===== src/rtl/sqw_pkg.sv =====
`timescale 1ns/1ps
package sqw_pkg;

    typedef enum logic [2:0] {
        SQ_DISABLED   = 3'd0,
        SQ_NO_RATE    = 3'd1,
        SQ_REF        = 3'd2,
        SQ_TAP        = 3'd3,
        SQ_BATT_REF   = 3'd4,
        SQ_BATT_BLOCK = 3'd5
    } sq_state_e;

    // Counter bit driven out for a given rate code (code 0 unused).
    function automatic int unsigned tap_of_code(input int unsigned code);
        case (code)
            0:       return 0;
            1:       return 7;
            2:       return 8;
            default: return code - 1;
        endcase
    endfunction

endpackage


===== src/rtl/sqw_ref_phase.sv =====
`timescale 1ns/1ps
module sqw_ref_phase (
    input  logic clk,
    input  logic rst_n,
    input  logic tick_i,
    output logic phase_o
);
    always_ff @(posedge clk) begin
        if (!rst_n)      phase_o <= 1'b0;
        else if (tick_i) phase_o <= ~phase_o;
    end
endmodule


===== src/rtl/sqw_div_chain.sv =====
`timescale 1ns/1ps
module sqw_div_chain #(
    parameter int CNT_W = 15
) (
    input  logic             clk,
    input  logic             rst_n,
    input  logic             tick_i,
    input  logic             run_i,
    output logic [CNT_W-1:0] count_o
);
    localparam logic [CNT_W-1:0] ONE = CNT_W'(1);

    always_ff @(posedge clk) begin
        if (!rst_n || !run_i) count_o <= '0;
        else if (tick_i)      count_o <= count_o + ONE;
    end
endmodule


===== src/rtl/sqw_tap_mux.sv =====
`timescale 1ns/1ps
module sqw_tap_mux #(
    parameter int CNT_W = 15,
    parameter int RS_W  = 4
) (
    input  logic [CNT_W-1:0] count_i,
    input  logic [RS_W-1:0]  code_i,
    output logic             tap_o
);
    localparam int N_CODES = 2 ** RS_W;

    logic [N_CODES-1:0] cand;
    logic               tap_unused_bits;

    assign tap_unused_bits = ^count_i;

    for (genvar g = 0; g < N_CODES; g++) begin : g_code
        localparam int unsigned IDX = sqw_pkg::tap_of_code(g);
        if (g == 0 || IDX >= CNT_W) begin : g_none
            assign cand[g] = 1'b0;
        end else begin : g_tap
            assign cand[g] = count_i[IDX];
        end
    end

    assign tap_o = cand[code_i];
endmodule


===== src/rtl/sqw_mode_fsm.sv =====
`timescale 1ns/1ps
module sqw_mode_fsm (
    input  logic                clk,
    input  logic                rst_n,
    input  logic                out_en,
    input  logic                full_rate,
    input  logic                rate_zero,
    input  logic                main_pwr,
    input  logic                aux_bat_en,
    input  logic                aux_pwr,
    output sqw_pkg::sq_state_e  state_o
);
    import sqw_pkg::*;

    sq_state_e state_d;

    always_comb begin
        if (!main_pwr) begin
            if (out_en && full_rate && aux_bat_en && aux_pwr) state_d = SQ_BATT_REF;
            else                                              state_d = SQ_BATT_BLOCK;
        end else if (!out_en) begin
            state_d = SQ_DISABLED;
        end else if (full_rate) begin
            state_d = SQ_REF;
        end else if (rate_zero) begin
            state_d = SQ_NO_RATE;
        end else begin
            state_d = SQ_TAP;
        end
    end

    always_ff @(posedge clk) begin
        if (!rst_n) state_o <= SQ_DISABLED;
        else        state_o <= state_d;
    end
endmodule


===== src/rtl/sqw_gen.sv =====
`timescale 1ns/1ps
module sqw_gen #(
    parameter int CNT_W = 15,
    parameter int RS_W  = 4,
    parameter int DV_W  = 3
) (
    input  logic            clk,
    input  logic            rst_n,
    input  logic            edge_tick,
    input  logic            out_en,
    input  logic            full_rate,
    input  logic [RS_W-1:0] rate_sel,
    input  logic [DV_W-1:0] run_ctl,
    input  logic            main_pwr,
    input  logic            aux_bat_en,
    input  logic            aux_pwr,
    output logic            sq_out
);
    import sqw_pkg::*;

    logic             ref_ph;
    logic [CNT_W-1:0] count;
    logic             tap_bit;
    logic             chain_run;
    sq_state_e        state_q;

    assign chain_run = !run_ctl[2] && run_ctl[1];

    sqw_ref_phase u_phase (
        .clk(clk), .rst_n(rst_n), .tick_i(edge_tick), .phase_o(ref_ph)
    );

    sqw_div_chain #(.CNT_W(CNT_W)) u_chain (
        .clk(clk), .rst_n(rst_n), .tick_i(edge_tick),
        .run_i(chain_run), .count_o(count)
    );

    sqw_tap_mux #(.CNT_W(CNT_W), .RS_W(RS_W)) u_mux (
        .count_i(count), .code_i(rate_sel), .tap_o(tap_bit)
    );

    sqw_mode_fsm u_fsm (
        .clk(clk), .rst_n(rst_n), .out_en(out_en), .full_rate(full_rate),
        .rate_zero(rate_sel == '0), .main_pwr(main_pwr),
        .aux_bat_en(aux_bat_en), .aux_pwr(aux_pwr), .state_o(state_q)
    );

    always_ff @(posedge clk) begin
        if (!rst_n) begin
            sq_out <= 1'b0;
        end else begin
            unique case (state_q)
                SQ_REF, SQ_BATT_REF: sq_out <= ref_ph;
                SQ_TAP:              sq_out <= tap_bit;
                default:             sq_out <= 1'b0;
            endcase
        end
    end
endmodule


===== config.mk =====
export PLATFORM = sky130hd
export DESIGN_NAME = sqw_gen
export DESIGN_NICKNAME = d
export VERILOG_FILES = /design/src/rtl/sqw_pkg.sv /design/src/rtl/sqw_ref_phase.sv /design/src/rtl/sqw_div_chain.sv /design/src/rtl/sqw_tap_mux.sv /design/src/rtl/sqw_mode_fsm.sv /design/src/rtl/sqw_gen.sv
export SDC_FILE = /design/constraint.sdc
export NUM_CORES = 1
export LEC_CHECK = 0
export CORE_MARGIN = 8
export CORE_UTILIZATION = 25
export CTS_CLUSTER_DIAMETER = 100
export CTS_CLUSTER_SIZE = 28
export DETAILED_ROUTE_END_ITERATION = 10
export HOLD_SLACK_MARGIN = 0.1
export PLACE_DENSITY_LB_ADDON = 0.15
export SLEW_MARGIN = 10
export SYNTH_ARGS = -nofsm -noshare
export SYNTH_HDL_FRONTEND = slang
export SYNTH_SLANG_ARGS = --single-unit

===== constraint.sdc =====
create_clock -name clk -period 3.12 [get_ports clk]
set_clock_uncertainty 0.1 [all_clocks]
set_input_delay 0.624 -clock clk [delete_from_list [all_inputs] [get_ports clk]]
set_output_delay 0.624 -clock clk [all_outputs]
set_load 0.02 [all_outputs]

==> results of run 1 <==
registers in the layout (all words and copies together) (netlist names):
name,cells
u_chain.count_o,15
u_fsm.state_o,3
sq_out,1
u_phase.phase_o,1
cell usage after synthesis, drive strengths merged:
cell type   n  area (sq um)
xnor2       7          61.3
inv         4          15.0
a31oi       1          6.26
buf         1          7.51
nand4b      1          8.76
nand3       5          42.5
nand2       6          25.0
mux4        3          71.3
o21ai       5          25.0
a21oi       6          30.0
nand4       4          25.0
nor3        5          25.0
mux2i       1          10.0
o32ai       2          17.5
dfxtp      20           400
ha          1          12.5
xor2        4          35.0
mux2        1          11.3
a311o       1          10.0
o21a        1          7.51
nor3b       1          7.51
nor2b       2          12.5
nor2       11          41.3
clkbuf      1          3.75
or3         5          31.3
nand3b      2          15.0
or4         2          18.8
and2        1          6.26
per-layer routing:
metal	vias to the layer above	global-route usage, %
li1	409	-
met1	351	9.26
met2	15	10.2
met3	2	3.84
met4	0	1.67
met5	-	0
cell type report:
type	count	area, sq um
multi-input combinational	78	557
fill	427	2660
clock buffer	4	55.1
sequential	20	400
inverter	4	15.0
timing repair buffer	14	140
tap	50	62.6
stage by stage:
stage | total power [mW] | setup WS [ps] | instances | hold WS [ps] | utilization [%]
after global routing | 0.524 | 480 | 170 | 404 | 31.7
after detailed placement | 0.309 | 385 | 166 | 361 | 30.2
final | 0.499 | 643 | 170 | 375 | 31.7
after floorplan | 0.285 | 1120 | 104 | 334 | -
after global placement | 0.309 | 400 | 166 | 364 | 30.2
after CTS | 0.507 | 653 | 170 | 378 | 31.7
worst paths after layout:
check | end | slack, ps | from | depth (start not counted)
setup / recovery | u_chain.count_o[13]$_SDFFE_PP0P_ | 640 | edge_tick | 5
hold / removal | sq_out$_SDFF_PN0_ | 380 | u_fsm.state_o[0]$_SDFF_PN0_ | 1
setup reg to reg | u_chain.count_o[14]$_SDFFE_PP0P_ | 1140 | u_chain.count_o[0]$_SDFFE_PP0P_ | 5
hold reg to reg | sq_out$_SDFF_PN0_ | 380 | u_fsm.state_o[0]$_SDFF_PN0_ | 1
critical path, stage by stage:
cell and delay (ps):
clkdlybuf4s50_1 680, nand3_2 180, or4_1 590, or3_1 330, a21oi_1 140
logic make-up (layout without fill, tap and decap cells):
group	count (synthesis)	in the layout	synth area share [%]
AO/OA/AOI/OAI	16	16	9.80
XOR/XNOR	11	11	9.80
adder cells (fa/ha/maj)	1	1	1.27
buffers and inverters	6	22	2.67
flip-flops	20	20	40.7
multiplexers	5	5	9.41
AND/OR/NAND/NOR	45	45	26.3
power groups by stage:
stage                     clock network, mW  registers [mW]  logic [mW]
after floorplan                           0           0.268      0.0166
after global placement                    0           0.268      0.0413
after detailed placement                  0           0.268      0.0411
after CTS                             0.203           0.262      0.0415
after global routing                  0.216           0.263      0.0448
final                                 0.196           0.262      0.0408
==> flow_metrics.tcl, run 1 <==
set metrics [dict create \
    hold_violations 0 \
    grt-ovfl-total 0 \
    syn_to_final_growth_pct 25.1 \
    cts_hold_buffers 0 \
    clkTransAtPathRegs_ps 70 \
    antenna_found_initial 0 \
    crit_path_max_fanout 7 \
    gp_congestion 0.706 \
    seqPwrFrac_pct 52.6 \
    pin_count 16 \
    synth-seq-cells 20 \
    p_leak_nw 0.369 \
    num_antenna_cells 0 \
    finalSetupTns_ps 0 \
    grt_usage_pct 7.16 \
    path_class "in -> reg" \
    core_sq_um 3880 \
    max_cap_violations 0 \
    cts_htree_levels 1 \
    p_clk_share_pct 39.3 \
    p_switching_mw 0.103 \
    relSlewSlack_pct 57.4 \
    port_buffers 14 \
    wl_met2_um 869 \
    placed_area_sq_um 1170 \
    outcome "finished, final reports clean" \
    tightest_slew_ps 637 \
    rows 23 \
    grt_pass1_vias 743 \
    final_max_slew_viol_count 0 \
    cts_setup_buffers 0 \
    finalCritPeriodShare_pct 79.4 \
    hold_class "reg -> reg" \
    vias_per_cell 4.57 \
    ys_types 33 \
    syn-cell-area_sq_um 983 \
    crit_arrival_ps 2550 \
    setup_viol 0 \
    endpoint_kind "register" \
    layout_commonest_cell "dfxtp_1" \
    drt_iter0_drc 44 \
    power_density_nw_per_um2 406 \
    dieHeight_um 78.7 \
    cts.root.buffer_cell "clkbuf_8" \
    die_w_um 78.7 \
    cp.required_ps 3190 \
    final_cell_mix "20 x dfxtp_1, 14 x clkdlybuf4s50_1, 11 x nor2_1" \
    wl_met3_um 155 \
    top_layer "met4" \
    dr.pass1.iters 4 \
    synthCells 104 \
    intPower_mw 0.396 \
    clock-sinks 20 \
    wl_met1_mm 1.03 \
    drc 0 \
    period_minus_slack_ps 2480 \
    synth_nets 120 \
    syn-mean-instance-area_sq_um 9.46 \
    grt_max_degree 16 \
    startpoint_type "input pin" \
    cts_buffers 3 \
    fp.dieArea_sq_um 6200 \
    cts_buffer_depth 2 \
    drive_gt1_share_pct 9.17 \
    nNetsFinal 137 \
    rsz0062_at_grt "false" \
    clock.fmax_mhz 404 \
    vias 777 \
    comb_power_share_pct 8.2 \
    cts_resized 0 \
    clkLatencyLatePin_ps 260 \
    ant_nets 0 \
    routed_wl_mm 2.06 \
    p_sw_share_pct 20.6 \
    start_util_pct 25.3 \
    yosys_warnings 0 \
    yosysSeqAreaShare_pct 40.7 \
    avgRoutedWirePerCell_um 12.1 \
    final_area_sq_um 1230 \
    max-vdd-ir-drop_uv 175 \
    dp.final_hpwl_mm 1.53 \
    grt_pass1_wl_mm 3.57 \
    cts_tree "built" \
]
Power figures use the tool's default switching activity.
==> run 2: changes to the inputs <==
- clock period: 3.12 -> 2.4 ns (I/O delays scaled with it)
==> run 2 against run 1 <==
Cell area is 4.3% higher. Critical path type unchanged. Sequential share of layout area is 1.3 points lower. Critical path depth stayed put. Setup slack worse by 400 ps. Highest routed layer unchanged.
==> flow_metrics.tcl, run 2 (synthesis gave the netlist of run 1 again) <==
set metrics [dict create \
    outcome "finished, final reports clean" \
    vias_per_cell 4.62 \
    hold_violations 0 \
    cp.required_ps 2490 \
    dp_slack_ps -1.88 \
    cts_htree_levels 1 \
    grt-ovfl-total 0 \
    reg2reg_from "u_chain.count_o[0]$_SDFFE_PP0P_" \
    pin_count 16 \
    min_path_cells 1 \
    rows 23 \
    avgRoutedWirePerCell_um 12.7 \
    antenna_found_initial 0 \
    p_clk_share_pct 39.3 \
    nNetsFinal 144 \
    endpoint_kind "register" \
    intPower_mw 0.520 \
    finalCritPeriodShare_pct 89.7 \
    r2r_setup_slack_ps 460 \
    top_register "u_chain.count_o" \
    final_cell_mix "20 x dfxtp_1, 14 x clkdlybuf4s50_1, 11 x nor2_1" \
    clock.fmax_mhz 464 \
    drc 0 \
    port_buffers 14 \
    worstRegToRegCells 5 \
    drt_iter0_drc 33 \
    fillerInstances 388 \
    seqPwrFrac_pct 51.8 \
    cts_buffers 3 \
    ant_nets 0 \
    path_class "in -> reg" \
    clock-sinks 20 \
    dr.pass1.iters 4 \
    rr_endpoint "u_chain.count_o[14]$_SDFFE_PP0P_" \
    max-vdd-ir-drop_uv 156 \
    setup_viol 0 \
    cts_resized 0 \
    fp.dieArea_sq_um 6200 \
    grt_pass1_vias 769 \
    final_max_slew_viol_count 0 \
    largest_register_ffs 15 \
    rsz0062_at_grt "false" \
    placed_area_sq_um 1230 \
    min_to "sq_out$_SDFF_PN0_" \
    tightest_slew_ps 248 \
    power_density_nw_per_um2 513 \
    cts_buffer_depth 2 \
    core_sq_um 3880 \
    p_leak_nw 0.401 \
    grt_pass1_wl_mm 3.75 \
    comb_power_share_pct 8.9 \
    drive_gt1_share_pct 14.2 \
    routed_wl_mm 2.24 \
    vias 818 \
    relSlewSlack_pct 83.4 \
    syn_to_final_growth_pct 30.4 \
    startpoint_type "input pin" \
    layout_setup_ws_ps 247 \
    grt_usage_pct 7.42 \
    p_sw_share_pct 21.0 \
    cts.root.buffer_cell "clkbuf_8" \
    final_util_pct 33.0 \
    total_power_mw 0.658 \
    start_util_pct 25.3 \
    die_w_um 78.7 \
    final_area_sq_um 1280 \
    cts_tree "built" \
    gp_congestion 0.708 \
    largestRegisters "u_chain.count_o (15), u_fsm.state_o (3)" \
    cts_hold_buffers 0 \
    period_minus_slack_ps 2150 \
    cts_setup_buffers 0 \
    clkTransAtPathRegs_ps 80 \
    crit_path_max_fanout 4 \
    min_from "u_fsm.state_o[0]$_SDFF_PN0_" \
    finalSetupTns_ps 0 \
    max_cap_violations 0 \
    hold_class "reg -> reg" \
    dp.final_hpwl_mm 1.72 \
    dieHeight_um 78.7 \
    layout_commonest_cell "dfxtp_1" \
    num_antenna_cells 0 \
    crit_arrival_ps 2240 \
    p_switching_mw 0.138 \
    grt_max_degree 16 \
    clkLatencyLatePin_ps 260 \
]
[run 2: power by group through the flow]
stage                     clock network [mW]  registers [mW]  logic, mW
after floorplan                            0           0.349     0.0216
after global placement                     0           0.349     0.0593
after detailed placement                   0           0.349     0.0594
after CTS                              0.265           0.341     0.0597
after global routing                   0.282           0.342     0.0645
final                                  0.258           0.341     0.0588
[run 2: layout make-up]
cell class              instances  area, sq um  area share, %
clock buffers                   4         55.1           4.29
inverters                       4         15.0           1.17
multi-input cells              78          557           43.4
flip-flops and latches         20          400           31.2
well taps                      50         62.6           4.88
repair buffers                 21          193           15.0
[run 2: through the flow]
step | hold slack (ps) | std cells
6_report | 377 | 177
5_1_grt | 410 | 177
4_1_cts | 384 | 177
3_5_place_dp | 373 | 173
3_3_place_gp | 379 | 173
2_1_floorplan | 334 | 104
[run 2: how the worst max path moves through the flow]
| stage | endpoint | slack, ps | startpoint | depth (start not counted) |
|---|---|---|---|---|
| final | u_chain.count_o[13]$_SDFFE_PP0P_ | 250 | edge_tick | 5 |
| after global routing | u_chain.count_o[13]$_SDFFE_PP0P_ | 160 | edge_tick | 5 |
| after CTS | u_chain.count_o[14]$_SDFFE_PP0P_ | 260 | edge_tick | 5 |
| after detailed placement | u_chain.count_o[14]$_SDFFE_PP0P_ | -2 | edge_tick | 5 |
| after global placement | u_chain.count_o[11]$_SDFFE_PP0P_ | 30 | edge_tick | 5 |
| after floorplan | u_chain.count_o[14]$_SDFFE_PP0P_ | 540 | edge_tick | 5 |
[run 2: critical path, cell delays in order]
cell	delay, ps
clkdlybuf4s50_1	580
nand3_2	110
or4_1	590
or3_1	340
a21oi_1	150
[run 2: layer usage]
metal,vias to the layer above,global-route usage (%),part of all wire [%]
met5,-,0,0
met3,4,2.60,6.7
met2,17,9.94,38
li1,425,-,-
met4,0,2.78,1.1
met1,372,10.5,54
==> run 3: changes to the inputs <==
- CELL_PAD_IN_SITES_DETAIL_PLACEMENT: unset -> 0
- CELL_PAD_IN_SITES_GLOBAL_PLACEMENT: unset -> 1
- SYNTH_HIERARCHICAL: unset -> 1
- clock period: 2.4 -> 1.95 ns (I/O delays scaled with it)
==> run 3 against run 2 <==
Count of clock-buffer cells in the layout fell by 1. Sequential power rose by 23%. Flip-flop and latch count did not move. Combinational power rose by 34%. Routed wire length rose by 10%. Power rose by 17%. Critical path depth fell by 1. Register-to-register slack got worse by 170 ps. Area after synthesis rose by 9.3%. Setup slack got worse by 28 ps. Core utilization fell by 0.53 points. Die area rose by 7.4%.
==> flow_metrics.tcl, run 3 <==
set metrics [dict create \
    setup_viol 0 \
    grt_pass1_vias 900 \
    clkLatencyLatePin_ps 260 \
    power_density_nw_per_um2 562 \
    synthXorXnorAreaFrac_pct 4.89 \
    vias_per_cell 4.97 \
    synthCells 111 \
    path_class "in -> reg" \
    rows 24 \
    period_minus_slack_ps 1730 \
    start_util_pct 25.4 \
    p_leak_nw 0.493 \
    num_antenna_cells 0 \
    fp.dieArea_sq_um 6650 \
    critPathSlowestCell "clkdlybuf4s50_1" \
    startpoint_type "input pin" \
    synth-seq-cells 20 \
    relSlewSlack_pct 73.2 \
    synth_nets 127 \
    ant_nets 0 \
    synth.top_cell.area_share_pct 37.3 \
    crit_family "simple AND/OR/NAND/NOR gates" \
    startpoint "edge_tick" \
    synth-edff-count 0 \
    drive_gt1_share_pct 12.7 \
    rsz0062_at_grt "false" \
    hold_ws_ps 376 \
    synthSimpleGateAreaFrac_pct 28.1 \
    largest_register_ffs 15 \
    nNetsFinal 152 \
    syn-cell-area_sq_um 1070 \
    crit_path_max_fanout 8 \
    cp.required_ps 2030 \
    vias 925 \
    clkTransAtPathRegs_ps 70 \
    synth_mux_area_share_pct 16.3 \
    cts_buffers 3 \
    place_inst 183 \
    pin_count 16 \
    placed_area_sq_um 1330 \
    synth_top_cells_by_area "dfxtp_1 37%, mux2i_1 9.3%, mux4_1 4.9%" \
    clock.fmax_mhz 578 \
    crit_buf_inv 1 \
    grt_pass1_wl_mm 4.24 \
    syn_to_final_growth_pct 27.9 \
    max-vdd-ir-drop_uv 249 \
    min_from "u_chain/count_o[14]$_SDFFE_PP0P_" \
    final_util_pct 32.5 \
    die_w_um 81.6 \
    grt-ovfl-total 0 \
    dieHeight_um 81.6 \
    dp.final_hpwl_mm 1.93 \
    reg2reg_from "u_chain/count_o[2]$_SDFFE_PP0P_" \
    synthAdderAreaFrac_pct 1.16 \
    port_buffers 14 \
    drt_iter0_drc 33 \
    endpoint_kind "register" \
    gp_congestion 0.694 \
    synthFlopType "dfxtp_1" \
    grt_usage_pct 8.07 \
    ys_top_cells_by_count "20 x dfxtp_1, 10 x mux2i_1, 10 x nand2_1, 7 x a21oi_1, 6 x nand3_1" \
    top_register "u_chain/count_o" \
    final_area_sq_um 1380 \
    cts_setup_buffers 0 \
    cts.root.buffer_cell "clkbuf_8" \
    synth_top_family_by_area "simple AND/OR/NAND/NOR gates" \
    hold_class "reg -> reg" \
    avgRoutedWirePerCell_um 13.3 \
    final_cell_mix "20 x dfxtp_1, 12 x clkdlybuf4s50_1, 10 x buf_4, 10 x nand2_1, 10 x mux2i_1" \
    clock-sinks 20 \
    cp_cell_sequence "clkdlybuf4s50_1 -> nand4_4 -> or4_1 -> a21oi_1" \
    synth_compound_area_share_pct 8.50 \
    outcome "finished, final reports clean" \
    syn-mean-instance-area_sq_um 9.68 \
    async_reset_ff_share_pct 0 \
    antenna_found_initial 0 \
    yosysTopAreaCell "dfxtp_1" \
    final_max_slew_viol_count 0 \
    dr.pass1.iters 4 \
    cts_buffer_depth 2 \
    routed_wl_mm 2.48 \
    hold_violations 0 \
    ys_types 30 \
    core_sq_um 4230 \
    yosysSeqAreaShare_pct 37.3 \
    cts_htree_levels 1 \
    largestRegisters "u_chain/count_o (15), u_fsm/state_o (3)" \
    worst_path_largest_cell_delay_ps 560 \
    grt_max_degree 12 \
    final_cells 186 \
    cts_tree "built" \
    drc 0 \
    synth.most_common_cell "dfxtp_1" \
    tightest_slew_ps 398 \
    crit_arrival_ps 1810 \
    finalCritPeriodShare_pct 88.8 \
    layout_commonest_cell "dfxtp_1" \
    yosys_warnings 6 \
    max_cap_violations 0 \
]
-- run 3: final timing paths --
| path | slack, ps | cells past startpoint | end |
|---|---|---|---|
| max | 220 | 4 | u_chain/count_o[10]$_SDFFE_PP0P_ |
| min | 380 | 2 | u_chain/count_o[14]$_SDFFE_PP0P_ |
| max reg2reg | 290 | 4 | u_chain/count_o[13]$_SDFFE_PP0P_ |
| min reg2reg | 380 | 2 | u_chain/count_o[14]$_SDFFE_PP0P_ |
-- run 3: metal layers --
layer	share of wire, %	vias up	GRT usage (%)
met5	0	-	0
li1	-	466	-
met4	0.97	0	2.68
met2	46	17	13.5
met3	4.4	4	2.30
met1	48	438	9.67
-- run 3: logic make-up after synthesis --
group | count (synthesis)
AND/OR/NAND/NOR | 48
multiplexers | 13
buffers and inverters | 8
XOR/XNOR | 6
flip-flops | 20
AO/OA/AOI/OAI | 15
adder cells (fa/ha/maj) | 1
-- run 3: report_power, final --
group          total [mW]  leakage, nW  switching [mW]  internal (mW)
clock               0.275       0.0216           0.137          0.138
sequential          0.419        0.162         0.00428          0.415
combinational      0.0789        0.309          0.0298         0.0491
total               0.773        0.493           0.171          0.602
-- run 3: area by class of cell --
cell class | count | area, sq um
Clock buffer | 3 | 41.3
Fill cell | 444 | 2860
Inverter | 4 | 15.0
Multi-Input combinational cell | 83 | 633
Sequential cell | 20 | 400
Tap cell | 52 | 65.1
Timing Repair Buffer | 24 | 220
-- run 3: repair_timing --
action,CTS,global route
hold endpoints to repair,0,0
setup endpoints to repair,0,1
hold buffers,0,0
gates resized for setup,0,2
-- run 3: through the flow --
step / TNS [ps] / power, mW / worst slack, ps
floorplan: 0 / 0.463 / 378
global route: 0 / 0.813 / 148
finish: 0 / 0.773 / 219
CTS: 0 / 0.782 / 1.89
global placement: -474 / 0.509 / -270
detailed placement: -482 / 0.509 / -271
-- run 3: tightest hold or removal path: stages (launching register included) --
cell	delay [ps]
dfxtp_1	320
nand2_1	50
mux2i_1	50
